==> src/rtl/gpio_pkg.sv <==
package gpio_pkg;

  localparam int MAX_PINS  = 16;
  localparam int BOOST_CYC = 2;

  typedef enum logic [1:0] {
    PM_IN    = 2'd0,
    PM_PUSH  = 2'd1,
    PM_OD    = 2'd2,
    PM_QUASI = 2'd3
  } pin_mode_e;

  typedef struct packed {
    logic lvl;
    logic en;
    logic pu;
  } pad_ctl_t;

  localparam logic [2:0] OFF_MODE = 3'd0;
  localparam logic [2:0] OFF_DOFF = 3'd1;
  localparam logic [2:0] OFF_DOUT = 3'd2;
  localparam logic [2:0] OFF_MASK = 3'd3;
  localparam logic [2:0] OFF_PIN  = 3'd4;

  // one bit per implemented pin
  function automatic logic [MAX_PINS-1:0] impl_mask(input int n);
    logic [MAX_PINS-1:0] m;
    for (int i = 0; i < MAX_PINS; i++) m[i] = (i < n);
    return m;
  endfunction

  // two bits per implemented pin
  function automatic logic [31:0] impl_mask2(input int n);
    logic [31:0] m;
    for (int i = 0; i < MAX_PINS; i++) m[2*i +: 2] = (i < n) ? 2'b11 : 2'b00;
    return m;
  endfunction

  // bits with keep=1 retain old value
  function automatic logic [MAX_PINS-1:0] merge_masked(
    input logic [MAX_PINS-1:0] old_v,
    input logic [MAX_PINS-1:0] new_v,
    input logic [MAX_PINS-1:0] keep);
    return (old_v & keep) | (new_v & ~keep);
  endfunction

  function automatic pad_ctl_t pad_ctl(input pin_mode_e m, input logic d,
                                       input logic boost);
    pad_ctl_t c;
    unique case (m)
      PM_IN:    c = '{lvl: 1'b0, en: 1'b0,          pu: 1'b0};
      PM_PUSH:  c = '{lvl: d,    en: 1'b1,          pu: 1'b0};
      PM_OD:    c = '{lvl: 1'b0, en: ~d,            pu: 1'b0};
      PM_QUASI: c = '{lvl: d,    en: ~d | boost,    pu: d & ~boost};
      default:  c = '{lvl: 1'b0, en: 1'b0,          pu: 1'b0};
    endcase
    return c;
  endfunction

endpackage

==> src/rtl/gpio_sync.sv <==
module gpio_sync #(
  parameter int W = 16
) (
  input  logic         clk,
  input  logic         rst_n,
  input  logic [W-1:0] d,
  output logic [W-1:0] q
);
  logic [W-1:0] stage1;
  logic [W-1:0] stage2;

  always_ff @(posedge clk or negedge rst_n) begin
    if (!rst_n) begin
      stage1 <= '0;
      stage2 <= '0;
    end else begin
      stage1 <= d;
      stage2 <= stage1;
    end
  end

  assign q = stage2;
endmodule

==> src/rtl/gpio_pin_drv.sv <==
module gpio_pin_drv
  import gpio_pkg::*;
(
  input  logic      clk,
  input  logic      rst_n,
  input  pin_mode_e mode,
  input  logic      dout,
  output logic      boost,
  output logic      lvl,
  output logic      en,
  output logic      pu
);
  localparam int CW = $clog2(BOOST_CYC + 1);

  logic          dout_d;
  logic [CW-1:0] cnt;
  logic          rise;
  pad_ctl_t      ctl;

  assign rise  = dout & ~dout_d;
  assign boost = rise | (cnt != '0);

  always_ff @(posedge clk or negedge rst_n) begin
    if (!rst_n) begin
      dout_d <= 1'b0;
      cnt    <= '0;
    end else begin
      dout_d <= dout;
      if (!dout)            cnt <= '0;
      else if (rise)        cnt <= CW'(BOOST_CYC - 1);
      else if (cnt != '0)   cnt <= cnt - 1'b1;
    end
  end

  assign ctl = pad_ctl(mode, dout, boost);
  assign lvl = ctl.lvl;
  assign en  = ctl.en;
  assign pu  = ctl.pu;
endmodule

==> src/rtl/gpio_regs.sv <==
module gpio_regs
  import gpio_pkg::*;
#(
  parameter int NUM_PINS   = 16,
  parameter int PORT_IDX   = 0,
  parameter int ADDR_W     = 12,
  parameter int ALIAS_BASE = 'h800
) (
  input  logic                clk,
  input  logic                rst_n,
  input  logic                bus_sel,
  input  logic                bus_wr,
  input  logic [ADDR_W-1:0]   bus_addr,
  input  logic [31:0]         bus_wdata,
  output logic [31:0]         bus_rdata,
  input  logic [MAX_PINS-1:0] pin_level,
  output logic [31:0]         mode_q,
  output logic [MAX_PINS-1:0] dout_q,
  output logic [MAX_PINS-1:0] mask_q,
  output logic [MAX_PINS-1:0] doff_q,
  output logic                dout_wr,
  output logic                alias_wr
);
  localparam logic [MAX_PINS-1:0] IMPL  = impl_mask(NUM_PINS);
  localparam logic [31:0]         IMPL2 = impl_mask2(NUM_PINS);
  localparam logic [ADDR_W-1:0]   ALIAS_LO = ADDR_W'(ALIAS_BASE + 64 * PORT_IDX);

  logic                reg_hit;
  logic                alias_hit;
  logic [2:0]          off;
  logic [3:0]          pidx;
  logic                reg_wr;
  logic [MAX_PINS-1:0] dout_nxt;
  logic [MAX_PINS-1:0] pin_onehot;

  assign reg_hit   = (bus_addr[ADDR_W-1:5] == '0);
  assign alias_hit = (bus_addr[ADDR_W-1:6] == ALIAS_LO[ADDR_W-1:6]);
  assign off       = bus_addr[4:2];
  assign pidx      = bus_addr[5:2];
  assign reg_wr    = bus_sel & bus_wr & reg_hit;
  assign dout_wr   = reg_wr & (off == OFF_DOUT);
  assign alias_wr  = bus_sel & bus_wr & alias_hit;
  assign pin_onehot = (MAX_PINS'(1) << pidx) & IMPL;

  always_comb begin
    dout_nxt = dout_q;
    if (dout_wr)
      dout_nxt = merge_masked(dout_q, bus_wdata[MAX_PINS-1:0], mask_q) & IMPL;
    else if (alias_wr)
      dout_nxt = bus_wdata[0] ? (dout_q | pin_onehot) : (dout_q & ~pin_onehot);
  end

  always_ff @(posedge clk or negedge rst_n) begin
    if (!rst_n) begin
      mode_q <= '0;
      dout_q <= '0;
      mask_q <= '0;
      doff_q <= '0;
    end else begin
      dout_q <= dout_nxt;
      if (reg_wr) begin
        case (off)
          OFF_MODE: mode_q <= bus_wdata & IMPL2;
          OFF_DOFF: doff_q <= bus_wdata[31:16] & IMPL;
          OFF_MASK: mask_q <= bus_wdata[MAX_PINS-1:0] & IMPL;
          default:  ;
        endcase
      end
    end
  end

  always_comb begin
    bus_rdata = '0;
    if (bus_sel && !bus_wr) begin
      if (reg_hit) begin
        case (off)
          OFF_MODE: bus_rdata = mode_q;
          OFF_DOFF: bus_rdata = {doff_q, 16'h0};
          OFF_DOUT: bus_rdata = {16'h0, dout_q};
          OFF_MASK: bus_rdata = {16'h0, mask_q};
          OFF_PIN:  bus_rdata = {16'h0, pin_level};
          default:  bus_rdata = '0;
        endcase
      end else if (alias_hit) begin
        bus_rdata = {31'h0, pin_level[pidx]};
      end
    end
  end
endmodule

==> src/rtl/gpio_port.sv <==
module gpio_port
  import gpio_pkg::*;
#(
  parameter int NUM_PINS   = 16,
  parameter int PORT_IDX   = 0,
  parameter int ADDR_W     = 12,
  parameter int ALIAS_BASE = 'h800
) (
  input  logic                clk,
  input  logic                rst_n,
  input  logic                bus_sel,
  input  logic                bus_wr,
  input  logic [ADDR_W-1:0]   bus_addr,
  input  logic [31:0]         bus_wdata,
  output logic [31:0]         bus_rdata,
  input  logic [NUM_PINS-1:0] pad_in,
  output logic [NUM_PINS-1:0] pad_out,
  output logic [NUM_PINS-1:0] pad_oe,
  output logic [NUM_PINS-1:0] pad_pu
);
  localparam logic [MAX_PINS-1:0] IMPL = impl_mask(NUM_PINS);

  logic [MAX_PINS-1:0] pad_in_ext;
  logic [MAX_PINS-1:0] sync_q;
  logic [MAX_PINS-1:0] pin_level;
  logic [31:0]         mode_q;
  logic [MAX_PINS-1:0] dout_q;
  logic [MAX_PINS-1:0] mask_q;
  logic [MAX_PINS-1:0] doff_q;
  logic                dout_wr;
  logic                alias_wr;
  logic [NUM_PINS-1:0] boost;

  generate
    if (NUM_PINS < MAX_PINS) begin : g_pad_ext
      assign pad_in_ext = {{(MAX_PINS - NUM_PINS){1'b0}}, pad_in};
    end else begin : g_pad_full
      assign pad_in_ext = pad_in;
    end
  endgenerate

  gpio_sync #(.W(MAX_PINS)) u_sync (
    .clk  (clk),
    .rst_n(rst_n),
    .d    (pad_in_ext),
    .q    (sync_q)
  );

  assign pin_level = sync_q & ~doff_q & IMPL;

  gpio_regs #(
    .NUM_PINS  (NUM_PINS),
    .PORT_IDX  (PORT_IDX),
    .ADDR_W    (ADDR_W),
    .ALIAS_BASE(ALIAS_BASE)
  ) u_regs (
    .clk      (clk),
    .rst_n    (rst_n),
    .bus_sel  (bus_sel),
    .bus_wr   (bus_wr),
    .bus_addr (bus_addr),
    .bus_wdata(bus_wdata),
    .bus_rdata(bus_rdata),
    .pin_level(pin_level),
    .mode_q   (mode_q),
    .dout_q   (dout_q),
    .mask_q   (mask_q),
    .doff_q   (doff_q),
    .dout_wr  (dout_wr),
    .alias_wr (alias_wr)
  );

  generate
    for (genvar i = 0; i < NUM_PINS; i++) begin : g_pin
      gpio_pin_drv u_drv (
        .clk  (clk),
        .rst_n(rst_n),
        .mode (pin_mode_e'(mode_q[2*i +: 2])),
        .dout (dout_q[i]),
        .boost(boost[i]),
        .lvl  (pad_out[i]),
        .en   (pad_oe[i]),
        .pu   (pad_pu[i])
      );
    end
  endgenerate
endmodule

==> config.mk <==
export PLATFORM = sky130hd
export DESIGN_NAME = gpio_port
export DESIGN_NICKNAME = d
export VERILOG_FILES = /design/src/rtl/gpio_pkg.sv /design/src/rtl/gpio_sync.sv /design/src/rtl/gpio_pin_drv.sv /design/src/rtl/gpio_regs.sv /design/src/rtl/gpio_port.sv
export SDC_FILE = /design/constraint.sdc
export NUM_CORES = 1
export LEC_CHECK = 0
export CAP_MARGIN = 20
export CORE_MARGIN = 2
export CORE_UTILIZATION = 25
export DETAILED_ROUTE_END_ITERATION = 10
export GPL_TIMING_DRIVEN = 0
export PLACE_DENSITY = 0.48
export SETUP_SLACK_MARGIN = 0.05
export SYNTH_ARGS = -nofsm -noshare
export SYNTH_HDL_FRONTEND = slang
export SYNTH_SLANG_ARGS = --single-unit
==> constraint.sdc <==
create_clock -name clk -period 2 [get_ports clk]
set_input_delay 0.2 -clock clk [delete_from_list [all_inputs] [get_ports clk]]
set_output_delay 0.2 -clock clk [all_outputs]
set_load 0.01 [all_outputs]
* Word level (Yosys, flattened, before mapping)
Index checks and enable logic that the tools add are counted.
** Cells by class
- $lt $le $gt $ge :: 1
- Add/subtract/negate cells :: 16
- Eq/ne operators :: 69
- Bitwise logic cells :: 125
- Muxes and demuxes :: 73
- Reduce and logical (&&, ||, !) cells :: 40
- Shift operators :: 1
** Operators by type and width (count)
- case mux 3 bit (4 select lines) :: 16
- case mux 32 bit (5 select lines) :: 1
- 2-to-1 mux 2 bit :: 48
- bitwise AND 16 bit :: 4
- == test 2 bit, second input constant :: 32
- 2-to-1 mux 32 bit :: 2
- 2-to-1 mux 16 bit :: 3
- NOT 1 bit :: 48
- NOT 16 bit :: 3
- inequality test 3 x 1 -> 1 bit, second input constant :: 15
- bitwise AND 1 bit :: 36
- nonzero test 2 bit :: 17
- == test 2 x 1 -> 1 bit, second input constant :: 16
- zero test 2 bit :: 16
- OR 1 bit :: 32
- OR 16 bit :: 2
- subtractor 2 x 1 -> 2 bit, second input constant :: 16
- << shifter 1 x 4 -> 16 bit, first input constant :: 1
- zero test 7 bit :: 1
- == test 3 x 2 -> 1 bit, second input constant :: 2
- == test 6 bit, second input constant :: 1
- AND reduction 2 bit :: 3
- less-than comparator 4 x 5 -> 1 bit, second input constant :: 1
- binary-select mux 1 bit (select 4 bit) :: 1
- 7 further kinds :: 8
** Storage, ports and cells
- Word-level logic and storage cells :: 363
- Bits of input ports :: 64
- Register bits :: 160

* Depth between registers and ports, before layout
Gate-level depths: netlist (run 1).
- Depth after elaboration :: 7
- Depth in mapped cells :: 8
- Mapped depth without buffers :: 5

* Cells and area by module
Synthesis (run 1) repeated with hierarchy kept, for this count alone.
** Second synthesis, totals
- Cells, all modules :: 722
- Area, all modules :: 7910.1 sq um
** Modules (own cells, without submodules)
- gpio_regs :: times used 1, sequential area each 2001.9 sq um, cells each 386, area each 4326.6 sq um
- gpio_pin_drv :: times used 16, sequential area each 75.1 sq um, cells each 18, area each 160.2 sq um
- gpio_sync :: times used 1, sequential area each 800.8 sq um, cells each 32, area each 800.8 sq um
- gpio_port :: times used 1, sequential area each 0.0 sq um, cells each 16, area each 220.2 sq um

* Worst setup path before layout (run 1)
OpenSTA, ideal clock, no wires.
- Kind :: input -> output
- From :: input bus_addr[6]
- To :: output bus_rdata[13]
- Cell stages on the path :: 8
- Data required time :: 1800 ps
- Path buffers :: 4
- Setup slack :: -190 ps
- Arrival :: 1990 ps
- Cell sequence :: or4_1 buf_2 or3_1 clkbuf_2 nand4bb_1 clkbuf_1 buf_2 a21oi_1
** Between the ends
- Word-level cells in the longest chain between the ends :: 3
** Ends and longest elaborated chain
- from (decl) :: RTL line gpio_port.sv:13 : input logic [ADDR_W-1:0] bus_addr,
- zero test 7 bit :: RTL line gpio_regs.sv:36 : assign reg_hit = (bus_addr[ADDR_W-1:5] == '0);
- 2-to-1 mux 32 bit :: RTL line gpio_regs.sv:75 : if (reg_hit) begin
- 2-to-1 mux 32 bit :: RTL line gpio_regs.sv:74 : if (bus_sel && !bus_wr) begin
- to (decl) :: RTL line gpio_port.sv:15 : output logic [31:0] bus_rdata,
No other way between the ends.

* Final worst setup path (run 1)
- From :: input bus_addr[6]
- To :: output bus_rdata[0]
** Between the ends
- Word-level cells in the longest chain between the ends :: 4
- Elaborated cells on any way between the ends :: 5
- Those cells by class :: 1 x eq/ne; 3 x mux; 1 x reduce/logical
** Ends and longest elaborated chain
- == test 6 bit :: RTL line gpio_regs.sv:37 : assign alias_hit = (bus_addr[ADDR_W-1:6] == ALIAS_LO[ADDR_W-1:6]);
- 2-to-1 mux 1 bit :: RTL line gpio_regs.sv:84 : end else if (alias_hit) begin
- 2-to-1 mux 32 bit (*) :: RTL line gpio_regs.sv:75
- 2-to-1 mux 32 bit (*) :: RTL line gpio_regs.sv:74
Every way passes the cells marked *; elsewhere a longest branch is shown, timed or not.

==> results of run 1 <==
==> cells in the final DEF (no fill, tap or decap), types with 9 or more instances in the layout <==
cell             Yosys  final
nor2_1              60     32
a22oi_1             42     42
o21ai_0             34     30
nand2_1             46     43
nand3_1             20     10
dfrtp_1            160    142
ha_4                 0     15
dfrtp_2              0     18
clkdlybuf4s50_1      0     67
clkbuf_4             0      9
mux2_2              62     62
nor2b_1             17     16
clkbuf_16            0     18
inv_2                0     29
and3_1              12     12
a21oi_1             40     26
a21oi_4              0     14
dlygate4sd2_1        0     23
inv_1               61     32
o221ai_1             9      9
nor3b_1             10     10
buf_6                0     41
xor2_1              16     16
nor2_4               0     25
buf_4               48     97
and2_1              12     12
==> power by group <==
group          internal, uW  switching (uW)  total (uW)
clock network          1810            1370        3180
logic                   228             287         515
registers              3290            39.6        3330
total                  5340            1700        7030
==> area by class of cell <==
type / count / area, um2 / share of cell area (%)
multi-input combinational: 474 / 3990 / 33.94
antenna: 1 / 2.502 / 0.02129
inverter: 61 / 229.0 / 1.948
clock inverter: 11 / 106.4 / 0.9047
timing repair buffer: 195 / 1853 / 15.76
clock buffer: 20 / 466.7 / 3.970
buffer: 71 / 578.1 / 4.918
sequential: 160 / 4026 / 34.25
tap: 402 / 503.0 / 4.279
==> kinds of logic after synthesis <==
kind of cell    count (synthesis)  share of synthesized area, %
simple gates                  211                         13.42
xor+xnor                       16                         1.759
buf+inv                       138                         8.954
flops                         160                         50.27
compound gates                169                         14.33
fa+ha+maj                      16                         2.513
mux                            62                         8.765
==> stage by stage <==
| stage | worst slack (ns) | TNS (ns) |
|---|---|---|
| floorplan | -0.1446 | -4.284 |
| global placement | -6.205 | -1104.66 |
| detailed placement | -1.680 | -113.80 |
| CTS | -0.5803 | -16.32 |
| global route | -0.3311 | -9.045 |
| finish | -0.2965 | -7.715 |
==> flip-flops by register name, summed over array words and instances, names as in the netlist, named ones only <==
| register | cells |
|---|---|
| g_pin.u_drv.cnt | 32 |
| g_pin.u_drv.dout_d | 16 |
| u_regs.doff_q | 16 |
| u_regs.mask_q | 16 |
| u_regs.mode_q | 32 |
| u_sync.q | 16 |
| u_sync.stage1 | 16 |
==> routing by layer <==
layer | wire length, um | up-vias | GRT usage [%]
li1 | - | 3080 | -
met5 | 0 | - | 0
met1 | 11930 | 3185 | 21.18
met2 | 12060 | 197 | 25.37
met3 | 1197 | 37 | 2.734
met4 | 657 | 0 | 5.871
==> path summary, 6_finish.rpt <==
kind                       slack, ns  cells past startpoint                                 to
setup / recovery               -0.30                      8                       bus_rdata[0]
hold / removal                  0.20                      1         u_sync.stage1[7]$_DFF_PN0_
setup reg to reg                0.81                      6  g_pin[3].u_drv.cnt[0]$_DFFE_PN0P_
hold reg to reg                 0.35                      0             u_sync.q[12]$_DFF_PN0_
max in group asynchronous       0.79                      3         asynchronous set/reset pin
min in group asynchronous       0.33                      2        u_sync.stage1[12]$_DFF_PN0_
==> repair_timing <==
item,CTS,global route
resized for setup,299,108
hold buffers,1,0
gates cloned,2,1
hold endpoints to repair,74,0
endpoints found under the setup margin,146,79
setup buffers,30,21
pin swaps,25,27
==> flow_metrics.tcl, run 1 <==
set metrics [dict create \
    yosysTopAreaCellShare_pct 50.27 \
    path_cells "clkbuf_2 > or4_4 > or3_4 > nand4bb_4 > buf_12 > buf_6 > o22ai_4 > buf_6" \
    slew_headroom_pct 56.32 \
    synth_fp_nets 852 \
    setup_viol 32 \
    fin_hold_ws_ns 0.1977 \
    drv_slew 0 \
    report.power.total_uw 7032 \
    final_core_util_pct 37.35 \
    chipWidth_um 182.5 \
    ant_nets 0 \
    failed_checks "negative setup slack" \
    clk_pin_slew_ns 0.07 \
    route.detailed.drc 0 \
    ys_ff_latch 160 \
    dpl.cell_count 1317 \
    nNetsFinal 1060 \
    grt_pass1_wl_mm 39.28 \
    clk_latency_ns 0.43 \
    place_congestion 0.9245 \
    crit_path_end_kind "primary output" \
    drt-vias-per-instance 4.659 \
    min_period_over_period_pct 114.8 \
    antenna_found_initial 3 \
    yosysSeqAreaShare_pct 50.27 \
    netlist_area_um2 7965 \
    min_path_type "primary input to register" \
    yosysTopAreaCell "dfrtp_1" \
    rr_startpoint "g_pin[3].u_drv.cnt[0]$_DFFE_PN0P_" \
    hold_violations 0 \
    num_rows 65 \
    grt_remaining_overflow 0 \
    yosysMostFrequentCell "dfrtp_1" \
    finalInstanceArea_um2 11760 \
    synth_flop_cell "dfrtp_1" \
    slowest_stage "or4_4" \
    hpwl_mm 18.50 \
    skew_ns 0.01044 \
    netlist_instances 772 \
    cts.sinks 160 \
    cts_root_buf "clkbuf_16" \
    async_flop_share_pct 100.0 \
    cp_top_family "simple AND/OR/NAND/NOR gates" \
    power_leakage_uw 0.005136 \
    power.density_nw_per_um2 598.2 \
    port_buffers 141 \
    grt_pass1_vias 6652 \
    ios 144 \
    yosysWarningCount 0 \
    status "finished with violations" \
    area_growth_pct 47.58 \
    yosys-top-cells-count "160 x dfrtp_1, 62 x mux2_2, 61 x inv_1, 60 x nor2_1, 48 x buf_4" \
    track_usage_pct 15.75 \
    cp.arrival_ns 2.10 \
    die_h_um 182.5 \
    max_stage_delay_ns 0.58 \
    critPathLaunchType "primary input" \
    postPlaceCellArea_um2 10350 \
    worst-endpoint-required_ns 1.80 \
    totalWireLength_mm 25.85 \
    dr.pass1.iters 5 \
    path_class "primary input to primary output" \
    grt_max_degree 87 \
    cts_buffer_depth 2 \
    die_area_um2 33300 \
    routed-via-count 6499 \
    vdd_drop_max_mv 0.4210 \
    start_util_pct 25.31 \
    synth_edf_count 0 \
    core_um2 31470 \
    final.fill_count 3137 \
    timing.fmax_mhz 435.4 \
    min_from "pad_in[7]" \
    post-route-min-period_ns 2.297 \
    layoutNonFillerInstCount 1395 \
    cpMostUsedCell "buf_6" \
    avgSynthCellArea_um2 10.32 \
    synth.distinct_cells 51 \
    cts_buffers 17 \
    drv_cap 0 \
    finalWorstSetupSlack_ns -0.2965 \
    drive_gt1_share_pct 40.83 \
    worst-path-buf-inv 4 \
    worst_slew_pin_slew_ns 0.6462 \
    cts_htree_levels 4 \
    cp_max_fo 8 \
    drt_iter0_markers 394 \
    wl_per_cell_um 18.53 \
    rsz0062_at_grt "true" \
    ys_top_cells_by_area "dfrtp_1 50%, mux2_2 8.8%, buf_4 4.5%" \
    critPathLaunch "bus_addr[6]" \
    cts_tree "yes" \
]
Power figures use the tool's default switching activity.
==> run 2, diff against run 1 <==
--- a/config.mk
+++ b/config.mk
@@ -6,7 +6,7 @@
 export NUM_CORES = 1
 export LEC_CHECK = 0
 export CAP_MARGIN = 20
-export CORE_MARGIN = 2
+export CORE_ASPECT_RATIO = 0.7
 export CORE_UTILIZATION = 25
 export DETAILED_ROUTE_END_ITERATION = 10
 export GPL_TIMING_DRIVEN = 0
==> flow_metrics.tcl, run 2 (synthesis results as in run 1) <==
set metrics [dict create \
    totalWireLength_mm 26.60 \
    worst_slew_pin_slew_ns 0.5666 \
    reg.largest.list "g_pin.u_drv.cnt x32, u_regs.mode_q x32" \
    p_sw_uw 1718 \
    cts_buffer_depth 2 \
    track_usage_pct 16.81 \
    finalWorstSetupSlack_ns -0.3302 \
    p_comb_share_pct 7.2 \
    grt_pass1_vias 6519 \
    postPlaceCellArea_um2 10370 \
    drv_cap 0 \
    chipWidth_um 215.3 \
    routed-via-count 6545 \
    grt_remaining_overflow 0 \
    cp.arrival_ns 2.13 \
    vdd_drop_max_mv 0.4744 \
    final_cell_mix "143 x dfrtp_1, 99 x buf_4, 67 x clkdlybuf4s50_1" \
    antenna_cells 0 \
    drv_slew 0 \
    critPathLaunchType "register" \
    antenna_found_initial 1 \
    post-route-min-period_ns 2.330 \
    place_congestion 0.8625 \
    met3_usage_pct 5.060 \
    path_class "register to primary output" \
    power_frac_seq_pct 45.7 \
    num_rows 54 \
    drt_iter0_markers 408 \
    cts_htree_levels 4 \
    die_h_um 151.3 \
    rrSetupSlack_ns 0.87 \
    port_buffers 141 \
    internal_power_uw 5566 \
    skew_ns 0.006782 \
    use_met1_pct 23.81 \
    finalInstanceArea_um2 11790 \
    dr.pass1.iters 4 \
    swShare_pct 23.58 \
    dpl.cell_count 1335 \
    hpwl_mm 19.05 \
    power.density_nw_per_um2 617.9 \
    layoutNonFillerInstCount 1414 \
    crit_path_end_kind "primary output" \
    timing.fmax_mhz 429.1 \
    slew_headroom_pct 62.23 \
    min_path_type "primary input to register" \
    grtUsageMet2_pct 24.68 \
    die_area_um2 32590 \
    clkPwrFrac_pct 47.1 \
    cts.sinks 160 \
    grt_max_degree 107 \
    wl_per_cell_um 18.81 \
    rsz0062_at_grt "true" \
    clk_latency_ns 0.43 \
    ant_nets 0 \
    drive_gt1_share_pct 40.64 \
    start_util_pct 25.52 \
    busiest_layer "met2" \
    power_leakage_uw 0.005151 \
    status "finished with violations" \
    route.detailed.drc 0 \
    grt_pass1_wl_mm 40.21 \
    clk_pin_slew_ns 0.07 \
    nNetsFinal 1061 \
    cts_tree "yes" \
    min_period_over_period_pct 116.5 \
    worst-endpoint-required_ns 1.80 \
    cp_max_fo 3 \
    hold_violations 0 \
    core_um2 31210 \
    area_growth_pct 47.99 \
    setup_viol 32 \
    final_common_cell "dfrtp_1" \
    drt-vias-per-instance 4.629 \
    cts_root_buf "clkbuf_16" \
    cts_buffers 17 \
    failed_checks "negative setup slack" \
    ios 144 \
]
run 2: path summary, 6_finish.rpt:
check,from,end,depth (start not counted)
max,u_regs.doff_q[11]$_DFFE_PN0P_,bus_rdata[0],6
min reg2reg,u_sync.stage1[2]$_DFF_PN0_,u_sync.q[2]$_DFF_PN0_,0
min in group asynchronous,rst_n,g_pin[15].u_drv.cnt[1]$_DFFE_PN0P_,2
max in group asynchronous,rst_n,asynchronous set/reset pin,3
max reg2reg,g_pin[11].u_drv.cnt[0]$_DFFE_PN0P_,g_pin[11].u_drv.cnt[0]$_DFFE_PN0P_,5
min,pad_in[7],u_sync.stage1[7]$_DFF_PN0_,1
run 2: what timing repair did:
action,4_1_cts,5_1_grt
pin swaps,29,23
endpoints found under the hold margin,54,0
cloned,2,0
hold buffers,1,0
setup buffers,28,24
setup endpoints to repair,151,84
gates resized for setup,319,79
run 2: layout make-up:
cell class	instances	area, um2
buffer	71	574.3
clock buffer	21	460.4
clock inverter	11	155.1
fill	3159	19430
inverter	61	229.0
multi-input combinational	474	3968
sequential	160	4025
tap	420	525.5
timing repair buffer	196	1851
run 2: worst max-delay path, stage by stage (launching register included):
cell       delay (ns)
dfrtp_1          0.40
nor2b_2          0.22
a21oi_1          0.19
a211oi_1         0.34
o2111ai_2        0.19
o22ai_4          0.22
buf_6            0.13
run 2: stage by stage:
stage	util, %	hold WS, ns	setup WS (ns)	total power, uW	setup TNS (ns)
after CTS	37.00	0.1782	-0.5678	7359	-16.38
after global placement	33.11	0.3334	-6.247	3860	-1118.06
after global routing	37.76	0.1811	-0.3733	7573	-9.931
after floorplan	-	-0.09559	-0.1446	3538	-4.284
after detailed placement	33.23	0.1539	-1.967	3866	-123.55
final	37.76	0.1981	-0.3302	7284	-8.746
run 2: power groups by stage:
stage,clock (uW),sequential (uW),combinational (uW)
global route,3670,3340,568
detailed placement,0,3390,475
CTS,3520,3330,508
floorplan,0,3380,162
global placement,0,3390,466
finish,3430,3330,524
run 2: routing by layer:
layer  up-vias  wire length (um)
li1       3092                 -
met1      3246             13190
met2       187             11450
met3        20              1648
met4         0               307
met5         -                 0
